## src/rtl/tcal_pkg.sv

```systemverilog
package tcal_pkg;
   localparam int DEF_COORD_W = 12;
   localparam int DEF_NUM_PTS = 5;

   // squared-distance width for a given coordinate width:
   // |diff| fits COORD_W bits, square 2*COORD_W, sum of two adds 1, plus guard
   function automatic int err_width(input int coord_w);
      return 2 * coord_w + 2;
   endfunction
endpackage

```

## src/rtl/tcal_sqdist.sv

```systemverilog
module tcal_sqdist #(
   parameter int COORD_W = tcal_pkg::DEF_COORD_W,
   localparam int ERR_W  = tcal_pkg::err_width(COORD_W)
) (
   input  logic signed [COORD_W-1:0] tgt_x,
   input  logic signed [COORD_W-1:0] tgt_y,
   input  logic signed [COORD_W-1:0] map_x,
   input  logic signed [COORD_W-1:0] map_y,
   output logic        [ERR_W-1:0]   err
);
   localparam int SQ_W = 2 * COORD_W;

   logic signed [COORD_W-1:0] tgt_v [2];
   logic signed [COORD_W-1:0] map_v [2];
   logic        [SQ_W-1:0]    sq_v  [2];

   assign tgt_v[0] = tgt_x;
   assign tgt_v[1] = tgt_y;
   assign map_v[0] = map_x;
   assign map_v[1] = map_y;

   for (genvar a = 0; a < 2; a++) begin : g_axis
      logic signed [COORD_W:0] diff;
      logic        [COORD_W:0] mag_full;
      logic        [COORD_W-1:0] mag;
      assign diff     = {tgt_v[a][COORD_W-1], tgt_v[a]} - {map_v[a][COORD_W-1], map_v[a]};
      assign mag_full = diff[COORD_W] ? -diff : diff;
      assign mag      = mag_full[COORD_W-1:0];
      assign sq_v[a]  = SQ_W'(mag) * SQ_W'(mag);
   end

   assign err = ERR_W'(sq_v[0]) + ERR_W'(sq_v[1]);

   // the sum can never be smaller than either axis term (no wrap)
   always_comb begin
      assert_sum_covers_axes_R1: assert (err >= ERR_W'(sq_v[0]) && err >= ERR_W'(sq_v[1]));
   end
endmodule

```

## src/rtl/tcal_max_track.sv

```systemverilog
module tcal_max_track #(
   parameter int NUM_PTS = tcal_pkg::DEF_NUM_PTS,
   parameter int ERR_W   = tcal_pkg::err_width(tcal_pkg::DEF_COORD_W),
   localparam int IDX_W  = (NUM_PTS > 1) ? $clog2(NUM_PTS) : 1
) (
   input  logic             clk,
   input  logic             rst_n,
   input  logic             clear,
   input  logic             accept,
   input  logic [ERR_W-1:0] err,
   output logic [IDX_W-1:0] idx,
   output logic             last,
   output logic [ERR_W-1:0] final_max
);
   localparam logic [IDX_W-1:0] LAST_IDX = IDX_W'(NUM_PTS - 1);

   logic [ERR_W-1:0] run_max;

   assign last      = accept && (idx == LAST_IDX);
   assign final_max = (err > run_max) ? err : run_max;

   always_ff @(posedge clk or negedge rst_n) begin
      if (!rst_n) begin
         idx     <= '0;
         run_max <= '0;
      end else if (clear || last) begin
         idx     <= '0;
         run_max <= '0;
      end else if (accept) begin
         idx     <= idx + 1'b1;
         run_max <= final_max;
      end
   end

   assert_clear_empties_R6: assert property (@(posedge clk) disable iff (!rst_n)
      clear |=> (idx == '0 && run_max == '0));
   assert_idx_in_range_R7: assert property (@(posedge clk) disable iff (!rst_n)
      idx <= LAST_IDX);
   assert_max_monotone_R2: assert property (@(posedge clk) disable iff (!rst_n)
      (accept && !clear && !last) |=> (run_max >= $past(run_max) && run_max >= $past(err)));
endmodule

```

## src/rtl/tcal_err_check.sv

```systemverilog
module tcal_err_check #(
   parameter int COORD_W = tcal_pkg::DEF_COORD_W,
   parameter int NUM_PTS = tcal_pkg::DEF_NUM_PTS,
   localparam int ERR_W  = tcal_pkg::err_width(COORD_W),
   localparam int IDX_W  = (NUM_PTS > 1) ? $clog2(NUM_PTS) : 1
) (
   input  logic                      clk,
   input  logic                      rst_n,
   input  logic                      set_start_i,
   input  logic                      pt_valid_i,
   output logic                      pt_ready_o,
   input  logic signed [COORD_W-1:0] tgt_x_i,
   input  logic signed [COORD_W-1:0] tgt_y_i,
   input  logic signed [COORD_W-1:0] map_x_i,
   input  logic signed [COORD_W-1:0] map_y_i,
   input  logic        [ERR_W-1:0]   thresh_i,
   output logic        [IDX_W-1:0]   pt_idx_o,
   output logic                      done_o,
   output logic                      pass_o,
   output logic                      retry_o,
   output logic        [ERR_W-1:0]   max_err_o
);
   if (COORD_W < 2 || COORD_W > 15) begin : g_bad_coord_w
      $error("tcal_err_check: COORD_W must be within 2..15");
   end
   if (NUM_PTS < 2) begin : g_bad_num_pts
      $error("tcal_err_check: NUM_PTS must be at least 2");
   end

   logic             accept;
   logic             last;
   logic [ERR_W-1:0] pt_err;
   logic [ERR_W-1:0] final_max;
   logic             verdict;

   assign pt_ready_o = !set_start_i;
   assign accept     = pt_valid_i && pt_ready_o;
   assign verdict    = (final_max <= thresh_i);

   tcal_sqdist #(.COORD_W(COORD_W)) u_dist (
      .tgt_x (tgt_x_i),
      .tgt_y (tgt_y_i),
      .map_x (map_x_i),
      .map_y (map_y_i),
      .err   (pt_err)
   );

   tcal_max_track #(.NUM_PTS(NUM_PTS), .ERR_W(ERR_W)) u_track (
      .clk       (clk),
      .rst_n     (rst_n),
      .clear     (set_start_i),
      .accept    (accept),
      .err       (pt_err),
      .idx       (pt_idx_o),
      .last      (last),
      .final_max (final_max)
   );

   always_ff @(posedge clk or negedge rst_n) begin
      if (!rst_n) begin
         done_o    <= 1'b0;
         pass_o    <= 1'b0;
         retry_o   <= 1'b0;
         max_err_o <= '0;
      end else begin
         done_o  <= last;
         retry_o <= last && !verdict;
         if (last) begin
            pass_o    <= verdict;
            max_err_o <= final_max;
         end
      end
   end

   assert_done_single_R4: assert property (@(posedge clk) disable iff (!rst_n)
      done_o |=> !done_o);
   assert_start_blocks_done_R6: assert property (@(posedge clk) disable iff (!rst_n)
      set_start_i |=> !done_o);
   assert_ready_only_start_R5: assert property (@(posedge clk) disable iff (!rst_n)
      !pt_ready_o |-> set_start_i);
   assert_verdict_bound_R3: assert property (@(posedge clk) disable iff (!rst_n)
      done_o |-> (pass_o == (max_err_o <= $past(thresh_i))));
   assert_retry_on_fail_R8: assert property (@(posedge clk) disable iff (!rst_n)
      retry_o |-> (done_o && !pass_o));
   assert_back_to_centre_R7: assert property (@(posedge clk) disable iff (!rst_n)
      done_o |-> (pt_idx_o == '0));
   assert_result_held_R4: assert property (@(posedge clk) disable iff (!rst_n)
      !done_o |-> $stable(max_err_o));
endmodule

```

## config.mk

```make
export PLATFORM = sky130hd
export DESIGN_NAME = tcal_err_check
export DESIGN_NICKNAME = d
export VERILOG_FILES = /design/src/rtl/tcal_pkg.sv /design/src/rtl/tcal_sqdist.sv /design/src/rtl/tcal_max_track.sv /design/src/rtl/tcal_err_check.sv
export SDC_FILE = /design/constraint.sdc
export NUM_CORES = 1
export LEC_CHECK = 0
export ABC_CLOCK_PERIOD_IN_PS = 4900
export BUFFER_PORTS_ARGS = -buffer_cell sky130_fd_sc_hd__buf_2
export CORE_MARGIN = 1
export CORE_UTILIZATION = 30
export DETAILED_ROUTE_END_ITERATION = 8
export GPL_TIMING_DRIVEN = 0
export PLACE_DENSITY = 0.47
export REMOVE_ABC_BUFFERS = 1
export SYNTH_ARGS = -nofsm -noshare
export SYNTH_HDL_FRONTEND = slang
export SYNTH_HIERARCHICAL = 1
export SYNTH_SLANG_ARGS = --single-unit
```

## constraint.sdc

```tcl
create_clock -name clk -period 4.9 [get_ports clk]
set_clock_uncertainty 0.1 [all_clocks]
set_input_delay 1.47 -clock clk [delete_from_list [all_inputs] [get_ports clk]]
set_output_delay 1.47 -clock clk [all_outputs]
set_load 0.01 [all_outputs]
```

Word level (Yosys, flattened, before mapping)
Cells that the tools add are included.
{ "totals": {"ff_bits": 58, "in_bits": 78, "out_inout_bits": 33} }
{ "op_classes": {"n_addsub": 6, "mul": 2, "order_cmp": 2, "n_eq_ne": 1, "n_mux": 7, "n_reduce_logical": 7} }
{ "ops": {"columns": ["op", "n"], "rows": [
  ["2-to-1 mux 26 bit", 3],
  ["multiplier 12 x 12 -> 24 bit", 2],
  ["> comparator 25 x 26 -> 1 bit", 1],
  ["<= comparator 26 bit", 1],
  ["subtractor 12 x 12 -> 13 bit", 2],
  ["adder 24 x 24 -> 25 bit", 1],
  ["2-to-1 mux 12 bit", 2],
  ["negator 12 bit", 2],
  ["2-to-1 mux 3 bit", 2],
  ["adder 3 x 1 -> 3 bit (second input constant)", 1],
  ["== test 3 bit (second input constant)", 1],
  ["logical AND 1 bit", 3],
  ["zero test 1 bit", 2],
  ["nonzero test 2 bit", 1],
  ["logical OR 1 bit", 1]
]} }

Depth between registers and ports, before layout
{ "depth": {"word_depth": 10, "mapped_depth": 51, "ltp_nobuf": 49} }

By module
The synthesis kept the hierarchy.
{ "modules_own_cells": {"columns": ["mod", "n_inst", "cells_each", "area_per_inst_um2", "seq_area_each_um2"], "rows": [
  ["tcal_sqdist", 1, 1170, 10228.6, 0.0],
  ["tcal_max_track", 1, 208, 2165.8, 725.7],
  ["tcal_err_check", 1, 160, 1779.2, 725.7]
]} }

Least setup slack after synthesis
OpenSTA, ideal clock, no wires.
{ "synth_timing": {"path_kind": "input port to flip-flop", "startpoint": "input port tgt_y_i[0]", "endpoint": "register pass_o", "setup_ps": 65, "arrival_ps": 12283, "required_time_ps": 4735, "path_slack_ps": -7547, "cell_stages": 45, "n_path_buf": 2, "cell_sequence": "inv_1 -> ha_1 -> fa_1 -> nand2b_1 -> a21oi_2 -> o32ai_1 -> or2_1 -> and2_1 -> a21oi_1 -> xnor2_1 -> buf_2 -> or2_2 -> fa_1 -> inv_1 -> fa_1 -> fa_1 -> fa_1 -> inv_1 -> (+9 left out) -> a211o_1 -> a31o_2 -> a21oi_1 -> xnor2_1 -> ha_1 -> a21oi_1 -> nor2b_1 -> o21ai_0 -> nand4_1 -> o21ai_2 -> buf_2 -> mux2_2 -> ha_1 -> a211oi_2 -> nor2_1 -> a2111oi_4 -> o22a_1 -> o21a_1"} }
{ "synth_between": {"elab_chain_cells": 8} }
{ "synth_rtl": {"columns": ["element", "line", "source"], "rows": [
  ["from (decl)", "tcal_err_check.sv:13", "input logic signed [COORD_W-1:0] tgt_y_i,"],
  ["subtractor 12 x 12 -> 13 bit (*)", "tcal_sqdist.sv:26", "assign diff = {tgt_v[a][COORD_W-1], tgt_v[a]} - {map_v[a][COORD_W-1], map_v[a]};"],
  ["negator 12 bit", "tcal_sqdist.sv:27", "assign mag_full = diff[COORD_W] ? -diff : diff;"],
  ["2-to-1 mux 12 bit (*)", "tcal_sqdist.sv:27", null],
  ["multiplier 12 x 12 -> 24 bit (*)", "tcal_sqdist.sv:29", "assign sq_v[a] = SQ_W'(mag) * SQ_W'(mag);"],
  ["adder 24 x 24 -> 25 bit (*)", "tcal_sqdist.sv:32", "assign err = ERR_W'(sq_v[0]) + ERR_W'(sq_v[1]);"],
  ["net pt_err[23]", "tcal_err_check.sv:32", "logic [ERR_W-1:0] pt_err;"],
  ["> comparator 25 x 26 -> 1 bit (*)", "tcal_max_track.sv:20", "assign final_max = (err > run_max) ? err : run_max;"],
  ["2-to-1 mux 26 bit (*)", "tcal_max_track.sv:20", null],
  ["net final_max[7]", "tcal_err_check.sv:33", "logic [ERR_W-1:0] final_max;"],
  ["<= comparator 26 bit (*)", "tcal_err_check.sv:38", "assign verdict = (final_max <= thresh_i);"],
  ["to (signal assigned)", "tcal_err_check.sv:69", "pass_o <= verdict;"],
  ["to (decl)", "tcal_err_check.sv:19", "output logic pass_o,"]
]} }
The timed path passes the listed nets; every way through them passes the cells marked *.
A chain may end at the register's enable or synchronous reset.

Worst setup path in the final report
Ends and elaborated chain as after synthesis.

==> reports/metrics.cfg <==
[run]
drv_cap=0

[worst_setup_path]
max_stage_delay_ns=0.58
crit_path_frequent_cell=fa_1
reg2reg_depth=17
critical_path_class=input pin to flop
startpoint_type=input pin
slowest_stage=fa_1
cp_data_required_time_ns=5.02
worstPathArrival_ns=12.40
crit_path_end_kind=flop
crit_fanout=7

[sta]
tightest_slew_ns=1.25
maxSlewViolCount=0
maxSlewHeadroom=0.163
max_freq_ghz=0.0814
period_share=2.51
fin_crit_ns=12.28
rsz0062_at_grt=true
setup_violations=54
hold_violations=0
worst_slack_ns=-7.38

[grt]
grt_max_degree=59
antenna_found_initial=0
grt_pass1_vias=12089
gr-usage-met1=0.222
track_usage=0.165
grt_overflow=0
grtUsageMet2=0.282
grt_pass1_wl_um=63100
grt-busiest-layer=met2
grt_use_met3=0.0101

[clocking]
cts_made_buffers=9
cts-root-buf=clkbuf_16
htreeDepth=3
hold_buffers=0
clk_latency_ns=0.33
cts_tree=yes
clock_sinks=58
clk_pin_slew_ns=0.05
clockBufferDepth=2

[die]
ioPinCount=111
floorplan.die.height_um=219
rows=79
start_util=0.304
dieWidth_um=219
die-area_um2=48100
coreArea_um2=46600

[place]
place_inst=2220
gp_congestion=0.790
place_hpwl_um=28500
portBuffers=110

[final_layout]
fin_nets=2252
instances_no_fill=2396
drive_gt1_frac=0.333
diodes=0
syn2layout_area_growth_pct=33.2

[logic_synthesis]
synth-seq-area-share=0.102
ys_warn_count=6
synthesis.area_um2=14200
syn_inst=1538
synth-main-ff-cell=dfrtp_1
synth_area_per_cell_um2=9.22
synthDistinctLibCells=92
ys_ff_latch=58
synth_edf_count=0
async_flop_share=1.00

[min_path]
hold_path_class=flop to flop
hold_depth=1

[detailed_routing]
wl_per_cell_um=15.9
dr.pass1.iters=5
drt-total-wl_um=38100
vias=11225
routed_via_density=4.68
ant_nets=0
first_iter_violations=483
drc=0

[outcome]
failed_checks=negative setup slack
status=finished with violations

-- sequential cells by signal, indices dropped and copies added, names as in the netlist --
register / flops
max_err_o: 26
u_track/run_max: 26
u_track/idx: 3
done_o: 1
pass_o: 1
retry_o: 1
-- placed cells by master, fill, tap and decap left out, types with 21 or more instances in the layout --
master and count:
nand2b_1 21, buf_6 38, inv_1 340, mux2_4 26, mux2_2 28, a22o_1 22
nor2_1 133, dfrtp_1 58, a21oi_1 34, buf_2 106, buf_4 115, ha_1 147
nand2_1 59, ha_4 35, fa_1 186
-- metal layers --
layer,vias to the layer above,share of wire,wire length (µm)
met5,-,0,0
met4,0,0.027,1030
met3,58,0.020,775
met2,164,0.49,18600
met1,5567,0.46,17600
li1,5436,-,-
-- repair_timing --
action	CTS	global route
setup buffers	129	35
pin swaps	142	131
endpoints found under the setup margin	54	54
gates resized for setup	279	78
gates cloned	4	1
-- worst max-delay path, delay by kind of cell --
| kind | cells | cell delay [ns] |
|---|---|---|
| adder cells (fa/ha/maj) | 12 | 4.87 |
| AO/OA/AOI/OAI | 13 | 2.60 |
| AND/OR/NAND/NOR | 8 | 1.67 |
| buffers and inverters | 11 | 1.10 |
| XOR/XNOR | 3 | 0.36 |
| multiplexers | 1 | 0.32 |
-- kinds of logic (layout without fill, tap and decap cells) --
kind of cell    count (synthesis)  after routing  synth area share
buf+inv                       397            645             0.108
fa+ha+maj                     389            389             0.451
simple gates                  355            355             0.126
compound gates                223            225             0.125
xor+xnor                       58             59            0.0422
flops                          58             58             0.102
mux                            57             57            0.0450
other cells                     1              1          0.000265
-- stage by stage --
| stage | area (µm²) | setup WS, ns | setup TNS [ns] | utilization | hold slack (ns) |
|---|---|---|---|---|---|
| floorplan | 14000 | -8.21 | -392.27 | - | 0.390 |
| global placement | 15300 | -10.60 | -508.93 | 0.329 | 0.388 |
| detailed placement | 15300 | -10.25 | -498.36 | 0.329 | 0.392 |
| CTS | 18300 | -7.35 | -358.72 | 0.393 | 0.408 |
| global route | 18900 | -7.71 | -371.31 | 0.405 | 0.417 |
| finish | 18900 | -7.38 | -355.51 | 0.405 | 0.403 |
-- synthesized netlist by cell type (5+ instances only) --
library cell,n,area [µm²]
mux2_2,54,608
clkbuf_1,16,60.1
a21oi_2,5,43.8
or2_2,10,62.6
a22o_1,23,201
nor2_1,150,563
nand3_1,21,105
a211oi_1,12,90.1
o21ai_1,7,35.0
buf_2,14,70.1
a22o_2,5,50.1
nand4_1,11,68.8
inv_1,358,1340
o21ai_0,18,90.1
nor3_1,10,50.1
nand2_1,64,240
o21a_1,14,105
xnor2_1,32,280
and2_1,5,31.3
xor2_1,14,123
or3_1,8,50.1
ha_1,185,2310
fa_1,204,4080
and3_1,6,37.5
a21oi_1,51,255
or2_1,9,56.3
a31oi_1,6,37.5
xnor2_2,10,163
o21bai_1,9,67.6
a21o_1,16,120
nand2b_1,29,181
nor2b_1,7,43.8
dfrtp_1,58,1450
-- worst paths after layout --
path / slack [ns] / from / to
worst max-delay path: -7.38 / tgt_y_i[0] / pass_o
worst min-delay path: 0.40 / max_err_o[12] / max_err_o[12]
worst max register to register: 0.91 / u_track/run_max[5] / pass_o
worst min register to register: 0.40 / max_err_o[12] / max_err_o[12]
max in group asynchronous: 3.07 / rst_n / u_track/run_max[19]
min in group asynchronous: 1.11 / rst_n / max_err_o[6]
-- cell type report --
type / count / area, µm²
multi-input cells: 1086 / 12900
clock buffers: 9 / 225
repair buffers: 268 / 2000
clock inverters: 6 / 82.6
inverters: 362 / 1400
well taps: 607 / 759
flip-flops and latches: 58 / 1450
fillers: 4525 / 27700
Power is left out: the tool's default activity adds up to more than one toggle a clock period on the data nets, which glitch-free logic cannot reach.
